## config.mk

```make
export PLATFORM = sky130hd
export DESIGN_NAME = btb_fold
export DESIGN_NICKNAME = d
export VERILOG_FILES = /design/src/rtl/btb_fold_pkg.sv /design/src/rtl/btb_index.sv /design/src/rtl/btb_store.sv /design/src/rtl/btb_select.sv /design/src/rtl/btb_fold.sv
export SDC_FILE = /design/constraint.sdc
export NUM_CORES = 2
export LEC_CHECK = 0
export CORE_ASPECT_RATIO = 0.9
export CORE_MARGIN = 2
export CORE_UTILIZATION = 66
export CTS_BUF_LIST = sky130_fd_sc_hd__clkbuf_4 sky130_fd_sc_hd__clkbuf_8
export DETAILED_ROUTE_END_ITERATION = 7
export DONT_BUFFER_PORTS = 1
export PLACE_DENSITY = 0.82
export SETUP_SLACK_MARGIN = 0.15
export SYNTH_ARGS = -nofsm -noshare
export SYNTH_HDL_FRONTEND = slang
export SYNTH_SLANG_ARGS = --single-unit
```

## constraint.sdc

```tcl
create_clock -name clk -period 12.86 [get_ports clk]
set_input_delay 2.572 -clock clk [delete_from_list [all_inputs] [get_ports clk]]
set_output_delay 2.572 -clock clk [all_outputs]
set_load 0.005 [all_outputs]
```

## src/rtl/btb_fold_pkg.sv

```systemverilog
package btb_fold_pkg;
  typedef struct packed {
    logic vld;
    logic taken;
    logic uncond;
  } btb_flags_t;
endpackage

```

## src/rtl/btb_index.sv

```systemverilog
module btb_index #(
  parameter int PC_W  = 32,
  parameter int IDX_W = 4,
  localparam int TAG_W = PC_W - IDX_W - 2
) (
  input  logic [PC_W-1:0]  pc,
  output logic [IDX_W-1:0] idx,
  output logic [TAG_W-1:0] tag
);
  logic unused_lo;
  assign unused_lo = ^pc[1:0];
  assign idx = pc[IDX_W+1:2];
  assign tag = pc[PC_W-1:IDX_W+2];
endmodule

```

## src/rtl/btb_store.sv

```systemverilog
module btb_store
  import btb_fold_pkg::*;
#(
  parameter int ENTRIES = 16,
  parameter int IDX_W   = 4,
  parameter int TAG_W   = 26,
  parameter int PC_W    = 32,
  parameter int INS_W   = 32
) (
  input  logic             clk,
  input  logic             rst_n,
  input  logic             wr_en,
  input  logic [IDX_W-1:0] wr_idx,
  input  logic [TAG_W-1:0] wr_tag,
  input  logic [PC_W-1:0]  wr_tgt,
  input  logic [INS_W-1:0] wr_ins,
  input  logic             wr_taken,
  input  logic             wr_uncond,
  input  logic [IDX_W-1:0] ra_idx,
  output logic [TAG_W-1:0] ra_tag,
  output btb_flags_t       ra_flags,
  output logic [PC_W-1:0]  ra_tgt,
  output logic [INS_W-1:0] ra_ins,
  input  logic [IDX_W-1:0] rb_idx,
  output logic [TAG_W-1:0] rb_tag,
  output btb_flags_t       rb_flags
);
  logic [ENTRIES-1:0] vld_q;
  logic [ENTRIES-1:0] taken_q;
  logic [ENTRIES-1:0] uncond_q;
  logic [TAG_W-1:0]   tag_q [ENTRIES];
  logic [PC_W-1:0]    tgt_q [ENTRIES];
  logic [INS_W-1:0]   ins_q [ENTRIES];

  for (genvar e = 0; e < ENTRIES; e++) begin : g_entry
    logic sel;
    assign sel = wr_en && (wr_idx == IDX_W'(e));

    always_ff @(posedge clk) begin
      if (!rst_n) begin
        vld_q[e]    <= 1'b0;
        taken_q[e]  <= 1'b0;
        uncond_q[e] <= 1'b0;
      end else if (sel) begin
        vld_q[e]    <= 1'b1;
        taken_q[e]  <= wr_taken;
        uncond_q[e] <= wr_uncond;
      end
    end

    always_ff @(posedge clk) begin
      if (sel) begin
        tag_q[e] <= wr_tag;
        tgt_q[e] <= wr_tgt;
        ins_q[e] <= wr_ins;
      end
    end
  end

  assign ra_tag   = tag_q[ra_idx];
  assign ra_tgt   = tgt_q[ra_idx];
  assign ra_ins   = ins_q[ra_idx];
  assign ra_flags = '{vld: vld_q[ra_idx], taken: taken_q[ra_idx], uncond: uncond_q[ra_idx]};
  assign rb_tag   = tag_q[rb_idx];
  assign rb_flags = '{vld: vld_q[rb_idx], taken: taken_q[rb_idx], uncond: uncond_q[rb_idx]};

  // reset leaves no valid record
  p_reset_clear_r1: assert property (@(posedge clk) !rst_n |=> (vld_q == '0));
  // a committed write makes its record valid
  p_write_valid_r4: assert property (@(posedge clk) disable iff (!rst_n)
    wr_en |=> vld_q[$past(wr_idx)]);
  // without a write the valid bits never change
  p_hold_valid_r7: assert property (@(posedge clk) disable iff (!rst_n)
    !wr_en |=> $stable(vld_q));
endmodule

```

## src/rtl/btb_select.sv

```systemverilog
module btb_select #(
  parameter int PC_W  = 32,
  parameter int INS_W = 32
) (
  input  logic [PC_W-1:0]  pc,
  input  logic             hit,
  input  logic             taken,
  input  logic             uncond,
  input  logic [PC_W-1:0]  tgt,
  input  logic [INS_W-1:0] ins,
  output logic [PC_W-1:0]  next_pc,
  output logic             fold_valid,
  output logic [INS_W-1:0] fold_ins
);
  localparam logic [PC_W-1:0] STEP = PC_W'(4);
  logic redirect;

  always_comb begin
    redirect   = hit && taken;
    fold_valid = redirect && uncond;
    fold_ins   = fold_valid ? ins : '0;
    if (fold_valid)    next_pc = tgt + STEP;
    else if (redirect) next_pc = tgt;
    else               next_pc = pc + STEP;
  end
endmodule

```

## src/rtl/btb_fold.sv

```systemverilog
module btb_fold
  import btb_fold_pkg::*;
#(
  parameter int ENTRIES = 16,
  parameter int PC_W    = 32,
  parameter int INS_W   = 32
) (
  input  logic             clk,
  input  logic             rst_n,
  input  logic [PC_W-1:0]  lk_pc,
  output logic             lk_hit,
  output logic [PC_W-1:0]  lk_next_pc,
  output logic             lk_fold_valid,
  output logic [INS_W-1:0] lk_fold_instr,
  input  logic             upd_valid,
  input  logic [PC_W-1:0]  upd_pc,
  input  logic [PC_W-1:0]  upd_target,
  input  logic [INS_W-1:0] upd_instr,
  input  logic             upd_taken,
  input  logic             upd_uncond
);
  localparam int IDX_W = $clog2(ENTRIES);
  localparam int TAG_W = PC_W - IDX_W - 2;

  logic [IDX_W-1:0] lk_idx, up_idx;
  logic [TAG_W-1:0] lk_tag, up_tag, ra_tag, rb_tag;
  btb_flags_t       ra_flags, rb_flags;
  logic [PC_W-1:0]  ra_tgt;
  logic [INS_W-1:0] ra_ins;
  logic             up_hit, wr_en;

  btb_index #(.PC_W(PC_W), .IDX_W(IDX_W)) u_lk_index (
    .pc(lk_pc), .idx(lk_idx), .tag(lk_tag));
  btb_index #(.PC_W(PC_W), .IDX_W(IDX_W)) u_up_index (
    .pc(upd_pc), .idx(up_idx), .tag(up_tag));

  assign up_hit = rb_flags.vld && (rb_tag == up_tag);
  assign wr_en  = upd_valid && (upd_taken || up_hit);

  btb_store #(.ENTRIES(ENTRIES), .IDX_W(IDX_W), .TAG_W(TAG_W),
              .PC_W(PC_W), .INS_W(INS_W)) u_store (
    .clk(clk), .rst_n(rst_n),
    .wr_en(wr_en), .wr_idx(up_idx), .wr_tag(up_tag), .wr_tgt(upd_target),
    .wr_ins(upd_instr), .wr_taken(upd_taken), .wr_uncond(upd_uncond),
    .ra_idx(lk_idx), .ra_tag(ra_tag), .ra_flags(ra_flags),
    .ra_tgt(ra_tgt), .ra_ins(ra_ins),
    .rb_idx(up_idx), .rb_tag(rb_tag), .rb_flags(rb_flags));

  assign lk_hit = ra_flags.vld && (ra_tag == lk_tag);

  btb_select #(.PC_W(PC_W), .INS_W(INS_W)) u_select (
    .pc(lk_pc), .hit(lk_hit), .taken(ra_flags.taken), .uncond(ra_flags.uncond),
    .tgt(ra_tgt), .ins(ra_ins),
    .next_pc(lk_next_pc), .fold_valid(lk_fold_valid), .fold_ins(lk_fold_instr));

  // a miss falls through to the sequential PC without folding
  p_miss_seq_r3: assert property (@(posedge clk) disable iff (!rst_n)
    !lk_hit |-> (lk_next_pc == lk_pc + PC_W'(4)) && !lk_fold_valid);
  // folding only ever happens on a hit
  p_fold_hit_r6: assert property (@(posedge clk) disable iff (!rst_n)
    lk_fold_valid |-> lk_hit);
  // no instruction is offered unless folding
  p_fold_zero_r6: assert property (@(posedge clk) disable iff (!rst_n)
    !lk_fold_valid |-> (lk_fold_instr == '0));
endmodule

```

Yosys cells after proc, flatten, opt, wreduce, memory -nomap -nowiden
Memories as Yosys holds them, arrays and structs flattened.
Index checks and enable logic that the tools add are counted.

word-level totals
  flip-flop bits (word level) = 48
  bits in latches = 0
  memory bits (writable) = 1440
  ROM bits = 0
  input bits = 133
  output and inout bits = 66
  word-level logic and storage cells = 318
  memories = 3

cells by class
  $add $sub $neg = 2
  multiply operators = 0
  divide/modulo/power cells = 0
  order comparisons = 2
  eq/ne operators = 17
  shifts and indexed selects = 0
  mux-type cells = 178
  bitwise operators = 0
  reductions and logical operators = 68

memories
  memory         depth  width  rd ports  clocked after memory_dff  wr ports  RTL line         text
  u_store.ins_q  16     32     1         0                         1         btb_store.sv:33  logic [INS_W-1:0] ins_q [ENTRIES];
  u_store.tgt_q  16     32     1         0                         1         btb_store.sv:32  logic [PC_W-1:0] tgt_q [ENTRIES];
  u_store.tag_q  16     26     2         0                         1         btb_store.sv:31  logic [TAG_W-1:0] tag_q [ENTRIES];

operator list
  operator                                                     count
  2-to-1 mux 32 bit                                            33
  OR reduction 32 bit                                          30
  2-to-1 mux 26 bit                                            15
  OR reduction 26 bit                                          15
  2-to-1 mux 4 bit                                             45
  2-to-1 mux 1 bit                                             81
  adder 32 x 3 -> 32 bit (second input constant)               2
  == test 26 bit                                               2
  == test 4 bit (second input constant)                        8
  logical AND 1 bit                                            21
  binary-select mux 1 bit (select 4 bit)                       4
  == test 4 x 3 -> 1 bit (second input constant)               4
  less-than comparator 4 x 5 -> 1 bit (second input constant)  2
  == test 4 x 2 -> 1 bit (second input constant)               2
  == test 4 x 1 -> 1 bit (second input constant)               1
  logical NOT 4 bit                                            1
  logical OR 1 bit                                             1

Depth between registers and ports, before layout
  depth in word-level cells = 24
  mapped depth = 16

Cells and area by module
From an unflattened synthesis, not the netlist that was laid out.

unflattened totals
  cells, all modules = 3063
  area total of the unflattened synthesis = 61859.3 sq um

modules (own cells, without submodules)
  module      instances  cells each  area each (sq um)
  btb_store   1          2679        59150.5
  btb_select  1          253         1676.6
  btb_fold    1          71          581.8
  btb_index   2          30          225.2

Worst setup path after synthesis
Ideal clock, no wire load.

  path type = input-to-reg
  from = input port upd_pc[2]
  to = register u_store.uncond_q[1]
  arrival time = 9706 ps
  slack = 2816 ps
  stages = 12
  buffers on the path = 4
  path through = buf_4 > buf_4 > buf_2 > mux4_2 > a21oi_1 > o2111ai_1 > o2bb2ai_1 > nand4_1 > or4_4 > buf_2 > a21oi_1 > mux2i_1

between the ends
  word-level cells in the longest chain between the ends = 6

RTL lines
  element                                                                              RTL line                         text
  start, declared                                                                      btb_fold.sv:16                   input logic [PC_W-1:0] upd_pc,
  memory read (16 x 26 bit) or binary-select mux 1 bit (select 4 bit) (tied branches)  -
  == test 26 bit or 2-to-1 mux 1 bit (tied branches)                                   btb_fold.sv:37, btb_store.sv:65
  logical AND 1 bit                                                                    btb_fold.sv:37                   assign up_hit = rb_flags.vld && (rb_tag == up_tag);
  logical OR 1 bit                                                                     btb_fold.sv:38                   assign wr_en = upd_valid && (upd_taken || up_hit);
  logical AND 1 bit                                                                    btb_fold.sv:38
  logical AND 1 bit *                                                                  btb_store.sv:37                  assign sel = wr_en && (wr_idx == IDX_W'(e));
  named net u_store.g_entry[1].sel                                                     btb_store.sv:36                  logic sel;
  end signal, assigned by index                                                        btb_store.sv:47                  uncond_q[e] <= wr_uncond;
  end, declared                                                                        btb_store.sv:30                  logic [ENTRIES-1:0] uncond_q;

Mark *: on every way through the listed nets, which the timed path passes. The rest lies on a longest branch. The select of a mux whose other input is x is not followed.
A chain may end at the register's enable or synchronous reset.

Worst setup path after layout
  from = input port lk_pc[2]
  to = output port lk_next_pc[17]

between the ends
  word-level cells in the longest chain between the ends = 6

RTL lines
  element                                                                              RTL line                            text
  start, declared                                                                      btb_fold.sv:10                      input logic [PC_W-1:0] lk_pc,
  memory read (16 x 26 bit) or binary-select mux 1 bit (select 4 bit) (tied branches)  -
  == test 26 bit or 2-to-1 mux 1 bit (tied branches)                                   btb_fold.sv:49, btb_store.sv:63
  logical AND 1 bit *                                                                  btb_fold.sv:49                      assign lk_hit = ra_flags.vld && (ra_tag == lk_tag);
  named net lk_hit                                                                     btb_fold.sv:11                      output logic lk_hit,
  logical AND 1 bit *                                                                  btb_select.sv:19                    redirect = hit && taken;
  2-to-1 mux 32 bit or logical AND 1 bit (tied branches)                               btb_select.sv:23, btb_select.sv:20
  2-to-1 mux 32 bit *                                                                  btb_select.sv:22                    if (fold_valid) next_pc = tgt + STEP;
  end, declared                                                                        btb_fold.sv:12                      output logic [PC_W-1:0] lk_next_pc,

Marked as above.

==> results by group <==
Status
  – Outcome: complete, no violations

Critical path
  – CP Launch Type: primary input
  – R2R Setup Slk: around 7.0 ns
  – Slowest stage delay, CP: 0.93 ns
  – Worst path most repeated cell: mux2i_1
  – Critical Path RT: 10.29 ns
  – RR Startpoint: u_store.tag_q[3][17]
  – Worst-path cell chain: mux4_2 > mux2i_1 > mux2i_1 > xor2_1 > nor4_1 > nand4_1 > nor4_2 > nand2_4 > buf_4 > mux2i_1
  – Max FO, Critical Path: ~370
  – Register-to-Register Path Depth: 10
  – CP max-delay cell: nor4_2
  – R2r endpoint: u_store.tgt_q[6][7]
  – Data arrival, critical path: around 7.9 ns
  – Critical Path Sink Type: output pin
  – Kind of critical path: primary input to output pin

Die
  – I/O pin total: 199
  – Core Box Area: ~95000 um2
  – Starting Density: around 67%
  – Die area: between 90000 and 100000 um2
  – Chip width: roughly 330 um
  – Die H: between 200 and 300 um
  – Row count: around 110

Final layout
  – Nets: between 3000 and 4000
  – Layout area overhead: 8.33%
  – Finished Layout Cells: ~4600
  – Finished Cell Area: approximately 70000 um2
  – Layout cells sized above 1: approximately 30%

Power
  – P per Cell Area: 139 nW/um2
  – Comb power frac: around 4.7%
  – VDD IR max: 0.000121 V
  – Net Sw Power: between 1.5 and 2 mW
  – Pleak: 21.6 nW
  – Switching share of power: approximately a fifth
  – Internal power: roughly 7.6 mW
  – Part of the power in the clock network: a little under 40%
  – Reg power frac: a little under three fifths

Logic synthesis
  – Sequential share of the synthesized area: between 60% and 70%
  – Yosys warnings: 0
  – Share of the synthesized area in the top cell type: 68.3%
  – Syn Nets: roughly 3200
  – Complex-gate fraction of the synthesized area: between 2 and 3%
  – Synth Area in XOR/XNOR: approximately 1.5%
  – Top post-synthesis cells by area: edfxtp_1, mux4_2, mux2i_1
  – Yosys top cell by area: edfxtp_1
  – Largest family of logic cells by synthesized area: multiplexers
  – Syn avg cell area: around 21 um2
  – Synthesized cell area: ~63000 um2
  – Post-synthesis adder-cell area fraction: less than 1%
  – Top-count cell post-synth: edfxtp_1
  – Post-synth top cells: edfxtp_1, mux4_2, mux2i_1
  – Simple-Gate Fraction of Synth Area: approximately 2.9%
  – Ys flop type: edfxtp_1
  – Post-synth EDFFs: 1440
  – Netlist cell types: 73
  – Fraction of registers with async set/reset: 0%
  – Cells after Synth: around 3000
  – Register bit total from synthesis: about 1500
  – Multiplexer share of the synthesized area: roughly a fifth

STA
  – Max transition margin: roughly a tenth
  – Max-slew violation count: 0
  – Setup TNS: 0 ns
  – Hold Vio Cnt, Final: 0
  – Fmax: 0.0959 GHz
  – Final hold slack: around 0.46 ns
  – Tcrit/Tclk final: 81.1%
  – Fin worst setup slack: approximately 2.4 ns
  – RSZ-0062 raised after global routing: no
  – Least-Margin Pin Slew: around 1.4 ns
  – Finish-stage setup viols: 0
  – Tmin final: roughly 10 ns
  – Layout Skew: between 0.03 and 0.04 ns

Drt
  – DRC violations left: 0
  – DR pass1 iterations: 6
  – Vias per Instance: 7.30
  – Avg WL per Cell: 34.6 um
  – Via count: ~33000
  – Starting DRT DRC Count: roughly 5300
  – DRT Wirelength: ~160000 um
  – Antenna viol nets, final: 0

Global routing
  – Grt met3 use: approximately 11%
  – Global routing met1 resource utilization: approximately 46%
  – GRT Residual Overflow: 0
  – GR Util met2: about half
  – Initial antenna violation count: 6
  – Total GRT Usage: between 30% and 40%
  – Vias in the first global route: about 34000
  – Largest net degree at the start of global routing: about 370
  – First-pass GRT wire length: 228000 um
  – Grt peak-use layer: met2

Worst hold path
  – Hold Path Depth: 2
  – Hold Path Class: flop to flop
  – Hold path endpoint: u_store.uncond_q[14]
  – Hold path start: u_store.uncond_q[14]

Placed design
  – Post-Place Cell Area: 64300 um2
  – Buffers added on ports: 0
  – Setup Slack @ Placement: between 3 and 4 ns
  – GPL Wtd Cong: between 0.9 and 1
  – Post-detail-place hpwl: roughly 89000 um
  – DP Cell Count: around 4200

Clock tree
  – Hold_buf cts: 0
  – Clock sinks: around 1500
  – TritonCTS clock tree: built
  – Worst-Skew Late Latency: 0.88 ns
  – CTS buffer count: approximately 210
  – Post-CTS Setup Repair Bufs: 0
  – Clock transition at the registers of the reported paths: about 0.06 ns
  – Clk Tree Root Cell: clkbuf_8
  – # H-tree levels: 4
  – PostCTS Resize Cnt: 0
  – Longest Clk Path Bufs: 3

Run
  – Max cap viols: 0
## cell families after synthesis
family,count (synthesis)
XOR/XNOR,111
AND/OR/NAND/NOR,326
buffers and inverters,208
multiplexers,717
flip-flops,1488
adder cells (fa/ha/maj),2
AO/OA/AOI/OAI,229
## state kept, by name (all words and copies together) (netlist names)
| name | cells |
|---|---|
| u_store.ins_q | 512 |
| u_store.tag_q | 416 |
| u_store.taken_q | 16 |
| u_store.tgt_q | 512 |
| u_store.uncond_q | 16 |
| u_store.vld_q | 16 |
## cells in the final DEF (no fill, tap or decap), types with 23 or more instances in the layout
| cell type | netlist | routed |
|---|---|---|
| edfxtp_1 | 1440 | 1440 |
| mux4_2 | 493 | 493 |
| clkbuf_8 | 0 | 223 |
| mux2i_1 | 184 | 184 |
| nand2_1 | 93 | 92 |
| clkbuf_4 | 0 | 73 |
| xor2_1 | 56 | 56 |
| xnor2_1 | 55 | 55 |
| clkinv_1 | 1 | 55 |
| nor2_1 | 53 | 53 |
| dfxtp_1 | 48 | 48 |
| buf_4 | 30 | 43 |
| mux2_2 | 36 | 36 |
| a22oi_1 | 36 | 36 |
| nor3b_2 | 30 | 30 |
| o21ai_0 | 27 | 27 |
| clkinv_2 | 0 | 26 |
| o22ai_1 | 24 | 24 |
| nand3_1 | 23 | 23 |
## worst max-delay path: cells and delay by family
kind                   cells  cell delay (ns)
XOR/XNOR                   1             0.22
multiplexers               4             1.97
AND/OR/NAND/NOR            4             1.91
buffers and inverters      1             0.57
## worst max path at each step
stage	startpoint	to	slack, ns
2_1_floorplan	upd_pc[2]	u_store.uncond_q[1]	2.82
3_3_place_gp	lk_pc[2]	lk_next_pc[16]	3.37
3_5_place_dp	lk_pc[2]	lk_next_pc[17]	3.36
4_1_cts	lk_pc[2]	lk_next_pc[17]	3.37
5_1_grt	lk_pc[2]	lk_next_pc[17]	2.91
6_report	lk_pc[2]	lk_next_pc[17]	2.43
## cell type report
class,instances,area (um2)
antenna,1,2.50
tap,1253,1570
clock buffer,296,3620
clock inverter,98,651
fill,5114,26300
inverter,21,78.8
sequential,1488,44200
timing repair buffer,46,383
multi-input combinational,1385,18100
## layer usage
layer / up-vias / routed length, um / share of wire [%]
li1: 13200 / - / -
met1: 17300 / 55400 / 35
met2: 2694 / 75200 / 47
met3: 344 / 23900 / 15
met4: 4 / 4010 / 2.5
met5: - / 22 / 0.014
## through the flow
step | total power [mW] | utilization [%]
final | 9.54 | 72.3
after detailed placement | 5.93 | 67.8
after global placement | 5.92 | 67.8
after CTS | 9.57 | 72.3
after floorplan | 5.91 | -
after global routing | 9.80 | 72.3
## power by group through the flow
stage                     Clock [mW]  Sequential, mW  Combinational, mW
after global placement             0            5.49              0.428
after detailed placement           0            5.50              0.436
after global routing            3.94            5.39              0.464
after floorplan                    0            5.49              0.423
final                           3.70            5.39              0.452
after CTS                       3.73            5.39              0.439
No activity file was read; power rests on OpenSTA's default activity.
